`config.mk`:
```
export PLATFORM = sky130hd
export DESIGN_NAME = dram_req_classify
export DESIGN_NICKNAME = d
export VERILOG_FILES = /design/src/rtl/dram_cls_pkg.sv /design/src/rtl/dram_addr_split.sv /design/src/rtl/dram_page_table.sv /design/src/rtl/dram_conflict_window.sv /design/src/rtl/dram_req_classify.sv
export SDC_FILE = /design/constraint.sdc
export NUM_CORES = 1
export LEC_CHECK = 0
export ABC_AREA = 1
export CAP_MARGIN = 0
export CORE_AREA = 2 2 149 151
export CTS_BUF_LIST = sky130_fd_sc_hd__clkbuf_8
export DETAILED_ROUTE_END_ITERATION = 8
export DIE_AREA = 0 0 151 153
export DONT_BUFFER_PORTS = 1
export GPL_TIMING_DRIVEN = 0
export PLACE_DENSITY = 0.69
export SKIP_LAST_GASP = 1
export SYNTH_ARGS = -nofsm -noshare
export SYNTH_HDL_FRONTEND = slang
export SYNTH_SLANG_ARGS = --single-unit
```
`constraint.sdc`:
```
create_clock -name clk -period 3.3 [get_ports clk]
set_input_delay 0.165 -clock clk [delete_from_list [all_inputs] [get_ports clk]]
set_output_delay 0.165 -clock clk [all_outputs]
set_load 0.05 [all_outputs]
```
`src/rtl/dram_cls_pkg.sv`:
```
// Package: shared classification codes for the DRAM request pipeline.
// Assumes: the encoding below is part of the block's output contract.
package dram_cls_pkg;
    typedef enum logic [1:0] {
        PG_HIT      = 2'd0,
        PG_IDLE     = 2'd1,
        PG_CONFLICT = 2'd2
    } pg_kind_e;
endpackage

```
`src/rtl/dram_addr_split.sv`:
```
// Module: dram_addr_split
// Slices a flat request address into column, bank, device and row fields,
// in that order from the least significant bit upward.
// Assumes: ADDR_W exceeds COL_W + BANK_W + DEV_W; purely combinational.
module dram_addr_split #(
    parameter int ADDR_W = 24,
    parameter int DEV_W  = 1,
    parameter int BANK_W = 2,
    parameter int COL_W  = 6,
    localparam int ROW_W = ADDR_W - COL_W - BANK_W - DEV_W
) (
    input  logic [ADDR_W-1:0] addr,
    output logic [COL_W-1:0]  col,
    output logic [BANK_W-1:0] bank,
    output logic [DEV_W-1:0]  dev,
    output logic [ROW_W-1:0]  row
);
    localparam int BANK_LO = COL_W;
    localparam int DEV_LO  = COL_W + BANK_W;
    localparam int ROW_LO  = COL_W + BANK_W + DEV_W;

    // field extraction
    assign col  = addr[COL_W-1:0];
    assign bank = addr[BANK_LO +: BANK_W];
    assign dev  = addr[DEV_LO +: DEV_W];
    assign row  = addr[ROW_LO +: ROW_W];
endmodule

```
`src/rtl/dram_page_table.sv`:
```
// Module: dram_page_table
// Keeps, per device/bank, whether a row is open and which one; classifies a
// lookup as hit, idle or conflict. An update in the lookup cycle to the same
// entry is forwarded so the lookup sees the post-update state.
// Assumes: at most one update per cycle.
module dram_page_table
    import dram_cls_pkg::*;
#(
    parameter int IDX_W = 3,
    parameter int ROW_W = 15,
    localparam int NB   = 1 << IDX_W
) (
    input  logic             clk,
    input  logic             rst_n,
    input  logic             upd_valid,
    input  logic             upd_act,
    input  logic [IDX_W-1:0] upd_idx,
    input  logic [ROW_W-1:0] upd_row,
    input  logic [IDX_W-1:0] lk_idx,
    input  logic [ROW_W-1:0] lk_row,
    output pg_kind_e         lk_kind
);
    logic [NB-1:0]    open_q;
    logic [ROW_W-1:0] row_q [NB];
    logic             eff_open;
    logic [ROW_W-1:0] eff_row;

    // open flags, cleared by reset
    always_ff @(posedge clk) begin
        if (!rst_n) open_q <= '0;
        else if (upd_valid) open_q[upd_idx] <= upd_act;
    end

    // row numbers, written only on activate
    always_ff @(posedge clk) begin
        if (upd_valid && upd_act) row_q[upd_idx] <= upd_row;
    end

    // lookup with same-cycle forwarding
    always_comb begin
        eff_open = open_q[lk_idx];
        eff_row  = row_q[lk_idx];
        if (upd_valid && (upd_idx == lk_idx)) begin
            eff_open = upd_act;
            eff_row  = upd_row;
        end
        if (!eff_open)              lk_kind = PG_IDLE;
        else if (eff_row == lk_row) lk_kind = PG_HIT;
        else                        lk_kind = PG_CONFLICT;
    end

    AST_PRE_CLOSES: assert property (@(posedge clk) disable iff (!rst_n)
        (upd_valid && !upd_act) |=> !open_q[$past(upd_idx)]);
    AST_ACT_OPENS: assert property (@(posedge clk) disable iff (!rst_n)
        (upd_valid && upd_act) |=> (open_q[$past(upd_idx)] && row_q[$past(upd_idx)] == $past(upd_row)));
endmodule

```
`src/rtl/dram_conflict_window.sv`:
```
// Module: dram_conflict_window
// Remembers the bank and row of the last DEPTH requests that left the pipeline
// and flags a probe that hits one of them, or the current output-stage entry,
// on the same bank with a different row.
// Assumes: push is the output handshake; cur_* is the output-stage entry.
module dram_conflict_window #(
    parameter int IDX_W = 3,
    parameter int ROW_W = 15,
    parameter int DEPTH = 4
) (
    input  logic             clk,
    input  logic             rst_n,
    input  logic             push,
    input  logic [IDX_W-1:0] push_idx,
    input  logic [ROW_W-1:0] push_row,
    input  logic             cur_v,
    input  logic [IDX_W-1:0] cur_idx,
    input  logic [ROW_W-1:0] cur_row,
    input  logic [IDX_W-1:0] probe_idx,
    input  logic [ROW_W-1:0] probe_row,
    output logic             conflict
);
    logic [DEPTH-1:0] hist_v;
    logic [IDX_W-1:0] hist_idx [DEPTH];
    logic [ROW_W-1:0] hist_row [DEPTH];
    logic [DEPTH-1:0] match;

    // valid bits of the history, cleared by reset
    always_ff @(posedge clk) begin
        if (!rst_n)    hist_v <= '0;
        else if (push) hist_v <= {hist_v[DEPTH-2:0], 1'b1};
    end

    // history payload shifts on every departure
    always_ff @(posedge clk) begin
        if (push) begin
            hist_idx[0] <= push_idx;
            hist_row[0] <= push_row;
            for (int i = 1; i < DEPTH; i++) begin
                hist_idx[i] <= hist_idx[i-1];
                hist_row[i] <= hist_row[i-1];
            end
        end
    end

    // per-entry same-bank different-row compare
    for (genvar g = 0; g < DEPTH; g++) begin : g_cmp
        assign match[g] = hist_v[g] && (hist_idx[g] == probe_idx) && (hist_row[g] != probe_row);
    end

    // combine history and output-stage compare
    assign conflict = (|match) || (cur_v && (cur_idx == probe_idx) && (cur_row != probe_row));

    AST_PUSH_LANDS: assert property (@(posedge clk) disable iff (!rst_n)
        push |=> (hist_v[0] && hist_idx[0] == $past(push_idx)));
endmodule

```
`src/rtl/dram_req_classify.sv`:
```
// Module: dram_req_classify (top)
// Three-stage valid/ready pipeline: stage 1 holds the split address, stage 2
// the open-row classification, stage 3 the bank-conflict flag and drives the
// output. Each stage advances when the one after it is empty or moving.
// Assumes: update strobes come from the command issue logic.
module dram_req_classify
    import dram_cls_pkg::*;
#(
    parameter int ADDR_W = 24,
    parameter int DEV_W  = 1,
    parameter int BANK_W = 2,
    parameter int COL_W  = 6,
    parameter int DEPTH  = 4,
    localparam int ROW_W = ADDR_W - COL_W - BANK_W - DEV_W,
    localparam int IDX_W = DEV_W + BANK_W
) (
    input  logic              clk,
    input  logic              rst_n,
    input  logic              in_valid,
    output logic              in_ready,
    input  logic [ADDR_W-1:0] in_addr,
    input  logic              in_write,
    input  logic              upd_valid,
    input  logic              upd_act,
    input  logic [DEV_W-1:0]  upd_dev,
    input  logic [BANK_W-1:0] upd_bank,
    input  logic [ROW_W-1:0]  upd_row,
    output logic              out_valid,
    input  logic              out_ready,
    output logic [1:0]        out_kind,
    output logic              out_hold,
    output logic [DEV_W-1:0]  out_dev,
    output logic [BANK_W-1:0] out_bank,
    output logic [ROW_W-1:0]  out_row,
    output logic [COL_W-1:0]  out_col,
    output logic              out_write
);
    logic [COL_W-1:0]  a_col;
    logic [BANK_W-1:0] a_bank;
    logic [DEV_W-1:0]  a_dev;
    logic [ROW_W-1:0]  a_row;

    logic              s1_v, s2_v, s3_v;
    logic [IDX_W-1:0]  s1_idx, s2_idx, s3_idx;
    logic [ROW_W-1:0]  s1_row, s2_row, s3_row;
    logic [COL_W-1:0]  s1_col, s2_col, s3_col;
    logic              s1_w, s2_w, s3_w;
    pg_kind_e          s2_kind, s3_kind, lk_kind;
    logic              s3_hold, win_conflict;
    logic              s1_rdy, s2_rdy, s3_rdy, out_fire;

    dram_addr_split #(.ADDR_W(ADDR_W), .DEV_W(DEV_W), .BANK_W(BANK_W), .COL_W(COL_W)) u_split (
        .addr(in_addr), .col(a_col), .bank(a_bank), .dev(a_dev), .row(a_row)
    );

    dram_page_table #(.IDX_W(IDX_W), .ROW_W(ROW_W)) u_table (
        .clk(clk), .rst_n(rst_n),
        .upd_valid(upd_valid), .upd_act(upd_act),
        .upd_idx({upd_dev, upd_bank}), .upd_row(upd_row),
        .lk_idx(s1_idx), .lk_row(s1_row), .lk_kind(lk_kind)
    );

    dram_conflict_window #(.IDX_W(IDX_W), .ROW_W(ROW_W), .DEPTH(DEPTH)) u_window (
        .clk(clk), .rst_n(rst_n),
        .push(out_fire), .push_idx(s3_idx), .push_row(s3_row),
        .cur_v(s3_v), .cur_idx(s3_idx), .cur_row(s3_row),
        .probe_idx(s2_idx), .probe_row(s2_row), .conflict(win_conflict)
    );

    // stage advance conditions
    assign out_fire = s3_v && out_ready;
    assign s3_rdy   = !s3_v || out_ready;
    assign s2_rdy   = !s2_v || s3_rdy;
    assign s1_rdy   = !s1_v || s2_rdy;
    assign in_ready = s1_rdy;

    // stage valid bits
    always_ff @(posedge clk) begin
        if (!rst_n) begin
            s1_v <= 1'b0;
            s2_v <= 1'b0;
            s3_v <= 1'b0;
        end else begin
            if (s1_rdy) s1_v <= in_valid;
            if (s2_rdy) s2_v <= s1_v;
            if (s3_rdy) s3_v <= s2_v;
        end
    end

    // stage 1: capture the split address
    always_ff @(posedge clk) begin
        if (s1_rdy && in_valid) begin
            s1_idx <= {a_dev, a_bank};
            s1_row <= a_row;
            s1_col <= a_col;
            s1_w   <= in_write;
        end
    end

    // stage 2: capture the open-row classification
    always_ff @(posedge clk) begin
        if (s2_rdy && s1_v) begin
            s2_idx  <= s1_idx;
            s2_row  <= s1_row;
            s2_col  <= s1_col;
            s2_w    <= s1_w;
            s2_kind <= lk_kind;
        end
    end

    // stage 3: capture the bank-conflict flag
    always_ff @(posedge clk) begin
        if (s3_rdy && s2_v) begin
            s3_idx  <= s2_idx;
            s3_row  <= s2_row;
            s3_col  <= s2_col;
            s3_w    <= s2_w;
            s3_kind <= s2_kind;
            s3_hold <= win_conflict;
        end
    end

    // output drive
    assign out_valid = s3_v;
    assign out_kind  = s3_kind;
    assign out_hold  = s3_hold;
    assign out_dev   = s3_idx[IDX_W-1:BANK_W];
    assign out_bank  = s3_idx[BANK_W-1:0];
    assign out_row   = s3_row;
    assign out_col   = s3_col;
    assign out_write = s3_w;

    AST_OUT_STABLE: assert property (@(posedge clk) disable iff (!rst_n)
        (out_valid && !out_ready) |=> (out_valid && $stable({out_kind, out_hold, out_dev, out_bank, out_row, out_col, out_write})));
    AST_KIND_LEGAL: assert property (@(posedge clk) disable iff (!rst_n)
        out_valid |-> (out_kind != 2'd3));
    AST_FULL_STALL: assert property (@(posedge clk) disable iff (!rst_n)
        (s1_v && s2_v && s3_v && !out_ready) |-> !in_ready);
    AST_IN_TO_S1: assert property (@(posedge clk) disable iff (!rst_n)
        (in_valid && in_ready) |=> s1_v);
endmodule

```
==> results.md <==
- The run finished with clean final reports.
- In this run, post-CTS hold repair placed 53 buffers.
- The count of final hold-check violations is 0.
- The synthesis-to-layout area growth is 15.88%.
- Summing the sequential cell areas from Yosys gives 73.36% of the chip area.
- The root buffer cell is sky130_fd_sc_hd__clkbuf_8.
- The insertion delay of the later-clocked pin in the worst-skew pair is 550 ps.
- The data arrival time of the critical path is 3230 ps.
- The peak clock frequency supported by timing is 0.3558 GHz.
- Walking the worst path, the cells encountered are nand2_1, nor2_1, nand2_1, nand2_1, inv_1, o21ai_0.
- In this run the count of I/O pins placed on the die edge is 79.
- The stage delay of the slowest cell on the critical path is 770 ps.
- Clock-pin slew was measured on the worst setup and hold paths at 60 ps.
- The count of maximum capacitance violations is 0.
- The clock tree buffer depth is 3.
- The starting density of the core is between 50% and 60%.
- The clock period minus worst slack is 2811 ps.
- The routed length per placed instance is between 15 and 20 µm.
- The path class of the tightest hold or removal check is input pin to flop.
- In the routed design, unresolved DRC markers number 0.
- For this run the aggregate overflow at the end of global routing stands at 0.
- At the end of routability-driven placement, the weighted congestion stood at around 0.8.
- The startpoint of the tightest hold check path is upd_valid.
- The power per cell area is 559.9 nW/µm².
- The number of register bits inferred by synthesis is 290.
- The leading register cell type out of synthesis is sky130_fd_sc_hd__edfxtp_1.
- The post-detailed-placement half-perimeter wirelength is 16020 µm.
- For the worst flop-to-flop path, the logic depth is 6.
- Buffers placed on the I/O ports in this run total 0.
- Before CTS, the worst setup slack after placement is approximately 560 ps.
- The transition time of the tightest slew-check pin is 1167 ps.
- The die is 151 µm wide.
- The maximum fanout encountered on the critical timing path is 31.
- The detailed router finished its first iteration with 414 violations.
- The cell that appears most often on the critical path is sky130_fd_sc_hd__nand2_1.
- The startpoint class of the critical path is a flop.
- The final route contains 7069 vias.
- The CTS tree is built.
- The via count of the first global-routing pass is 6931.
- Setup repair after global routing left no endpoint under its margin.
- sky130_fd_sc_hd__edfxtp_1 is the most common cell in the netlist.
- Across the routed clock network, the largest skew measured is 8.986 ps.
- The height of the chip is 153 µm.
- Cells with a size suffix above 1 make up 9.065% of the layout.
- The count of nets left with antenna violations once routing finished came out at 0.
- The element type at the critical path end is a flop.
- The final number of setup-violating endpoints is 0.
- The startpoint of the most critical register-to-register path is out_valid.
- The number of antenna cells inserted is 0.
- Counting both buffers and inverters, the worst setup path holds a total of 1.
- In this run the register-to-register setup slack is around 490 ps.
- The row count is 54.
- The global-route wire length before repair is 37260 µm.
- The worst path meets setup with 489.4 ps of slack.
- The final cell count without fillers is 1328.
- The post-synthesis async set-or-reset flop share is 0%.
- Entering global routing, the biggest net connects 77 pins.
- The netlist area before placement is approximately 12000 µm².
- The number of resized instances in the post-cts repair step is 0.
- The share of the synthesized area in the top cell type is between 70 and 80%.
- The kind of critical path is flop to flop.
- Of all cell types, the one taking the most synthesized area is sky130_fd_sc_hd__edfxtp_1.
- The required arrival time at the worst endpoint is between 3000 and 4000 ps.
- The number of iterations in the first detailed-routing pass is 5.
- The static leakage is 0.004799 µW.
- The cell count of the worst hold path is 5.
- The path with the worst hold slack has its endpoint at u_table.open_q[2].
- The number of nets in the finished design is 1064.
- On the critical path, the stage with the largest delay is an instance of sky130_fd_sc_hd__dfxtp_1.
- The worst relative slew slack is 22.13%.
- After technology mapping, the gate count stands at 910.
- The sum of negative setup slack is 0 ps.
- The count of different cell masters after synthesis is 30.
- The aggregate routed wire length is 24330 µm.
- The initial antenna violation count is 4.
- Dividing the final minimum period by the clock period gives between 80% and 90%.
- During synthesis, Yosys emitted a total of 0 warnings.
- Using the TritonRoute via totals, the vias-per-cell ratio works out to ~5.3.
- The synthesized design contains 272 enable-type register cells.
- The number of setup buffers added after CTS is 0.
- The area of the core region is 21490 µm².
- The die area is 23100 µm².
- The final number of max-transition violations came to 0.
- By area the synthesized netlist is led by sky130_fd_sc_hd__edfxtp_1, sky130_fd_sc_hd__nand2_1, sky130_fd_sc_hd__nand3_1, sky130_fd_sc_hd__xnor2_1, sky130_fd_sc_hd__dfxtp_1.
- The count of placed standard cells including taps is 1195.
- The aggregate global-route resource usage is 21.46%.
- IR analysis of the VDD net gives a maximum drop of roughly 0.00037 V.
- In the synthesized netlist, the cells that appear most often are sky130_fd_sc_hd__edfxtp_1, sky130_fd_sc_hd__nand2_1, sky130_fd_sc_hd__nand3_1.
- The family with the most delay on the worst path is simple AND/OR/NAND/NOR gates.
- The number of buffers inserted during clock tree synthesis is 45.
- Synthesis produced a netlist with a net count of about 960.
- The synthesized area per cell is about 13 µm².
- The depth of the CTS H-tree is 2.
- For this design, the sink count on the clock tree is 290.
-- cells in the final DEF (no fill, tap or decap), types with 2 or more instances in the layout --
master                          netlist  layout
sky130_fd_sc_hd__a2111oi_0            2       2
sky130_fd_sc_hd__a21oi_1             16      15
sky130_fd_sc_hd__buf_2               12      12
sky130_fd_sc_hd__buf_6                1       3
sky130_fd_sc_hd__buf_8                0       3
sky130_fd_sc_hd__clkbuf_1            27      27
sky130_fd_sc_hd__clkbuf_8             0      53
sky130_fd_sc_hd__clkinv_1             1      12
sky130_fd_sc_hd__dfxtp_1             18      18
sky130_fd_sc_hd__dlygate4sd3_1        0      53
sky130_fd_sc_hd__edfxtp_1           272     272
sky130_fd_sc_hd__inv_1               37      50
sky130_fd_sc_hd__inv_2                4       4
sky130_fd_sc_hd__nand2_1            220     220
sky130_fd_sc_hd__nand3_1            115     115
sky130_fd_sc_hd__nand3b_1            11      11
sky130_fd_sc_hd__nand4_1             11      11
sky130_fd_sc_hd__nor2_1              38      31
sky130_fd_sc_hd__nor2_2               0       7
sky130_fd_sc_hd__nor4_1               9       9
sky130_fd_sc_hd__o211ai_1             2       2
sky130_fd_sc_hd__o21ai_0             16      16
sky130_fd_sc_hd__o221ai_1             2       2
sky130_fd_sc_hd__or2_2                7       7
sky130_fd_sc_hd__xnor2_1             56      56
sky130_fd_sc_hd__xor2_1              25      25
-- area by class of cell --
type	instances	area [µm²]
plain buffers	41	176.4
clock buffers	53	729.5
clock inverters	27	131.4
fillers	1634	8015
inverters	42	160.2
multi-input cells	537	2796
flip-flops and latches	290	8528
well taps	280	350.3
repair buffers	58	598.1
-- cell families (layout without fill, tap and decap cells) --
kind of cell              Yosys count  after routing  synth area share [%]
DFF                               290            290                 73.36
and+or+nand+nor                   415            415                 15.67
buffers and inverters              83            221                 2.874
xor gates and xnor gates           81             81                 6.103
AOI/OAI and AO/OA                  41             41                 1.991
-- worst max-delay path by stage --
stage / start / end / slack (ps) / cells after the start
global route: out_valid / flop / 260 / 6
detailed placement: out_valid / flop / 560 / 6
CTS: out_valid / flop / 550 / 6
floorplan: out_valid / u_window.hist_v[1] / 540 / 4
finish: out_valid / flop / 490 / 6
global placement: out_valid / u_window.hist_v[1] / -190 / 4
-- per-layer routing --
metal	part of all wire, %	vias to the layer above	GRT usage, %	wire [µm]
met5	0.099	-	0	24
met3	8.1	55	5.970	1980
li1	-	3400	-	-
met1	40	3366	27.03	9723
met2	49	244	35.82	11980
met4	2.6	4	7.388	621
-- per-stage QoR --
stage / util [%] / area, µm² / hold WS (ps) / power (µW)
finish: 62.70 / 13470 / 31.72 / 7543
global route: 62.70 / 13470 / 59.82 / 7827
CTS: 62.70 / 13470 / 14.02 / 7603
detailed placement: 56.22 / 12080 / 263.9 / 4714
global placement: 55.74 / 11980 / 263.9 / 4694
floorplan: - / 11620 / 263.9 / 4583
-- flip-flops by register name, summed over array words and instances (netlist names), 2 cells and up, named ones only --
| register | cells |
|---|---|
| u_table.row_q | 120 |
| u_window.hist_row | 60 |
| out_row | 15 |
| s1_row | 15 |
| s2_row | 15 |
| u_window.hist_idx | 12 |
| u_table.open_q | 8 |
| out_col | 6 |
| s1_col | 6 |
| s2_col | 6 |
| u_window.hist_v | 4 |
| s1_idx | 3 |
| s2_idx | 3 |
| s3_idx | 3 |
| out_kind | 2 |
| s2_kind | 2 |
-- where the power goes --
part	switching [µW]	internal [µW]
clock network	1300	1530
registers	83.2	4120
logic	326	186
total	1710	5830
-- worst register-to-register path, delay by kind of cell (launching register included) --
kind | cells | cell delay [ps]
simple gates | 4 | 880
flops | 1 | 770
compound gates | 1 | 520
buf+inv | 1 | 510
No activity file was read; power rests on OpenSTA's default activity.
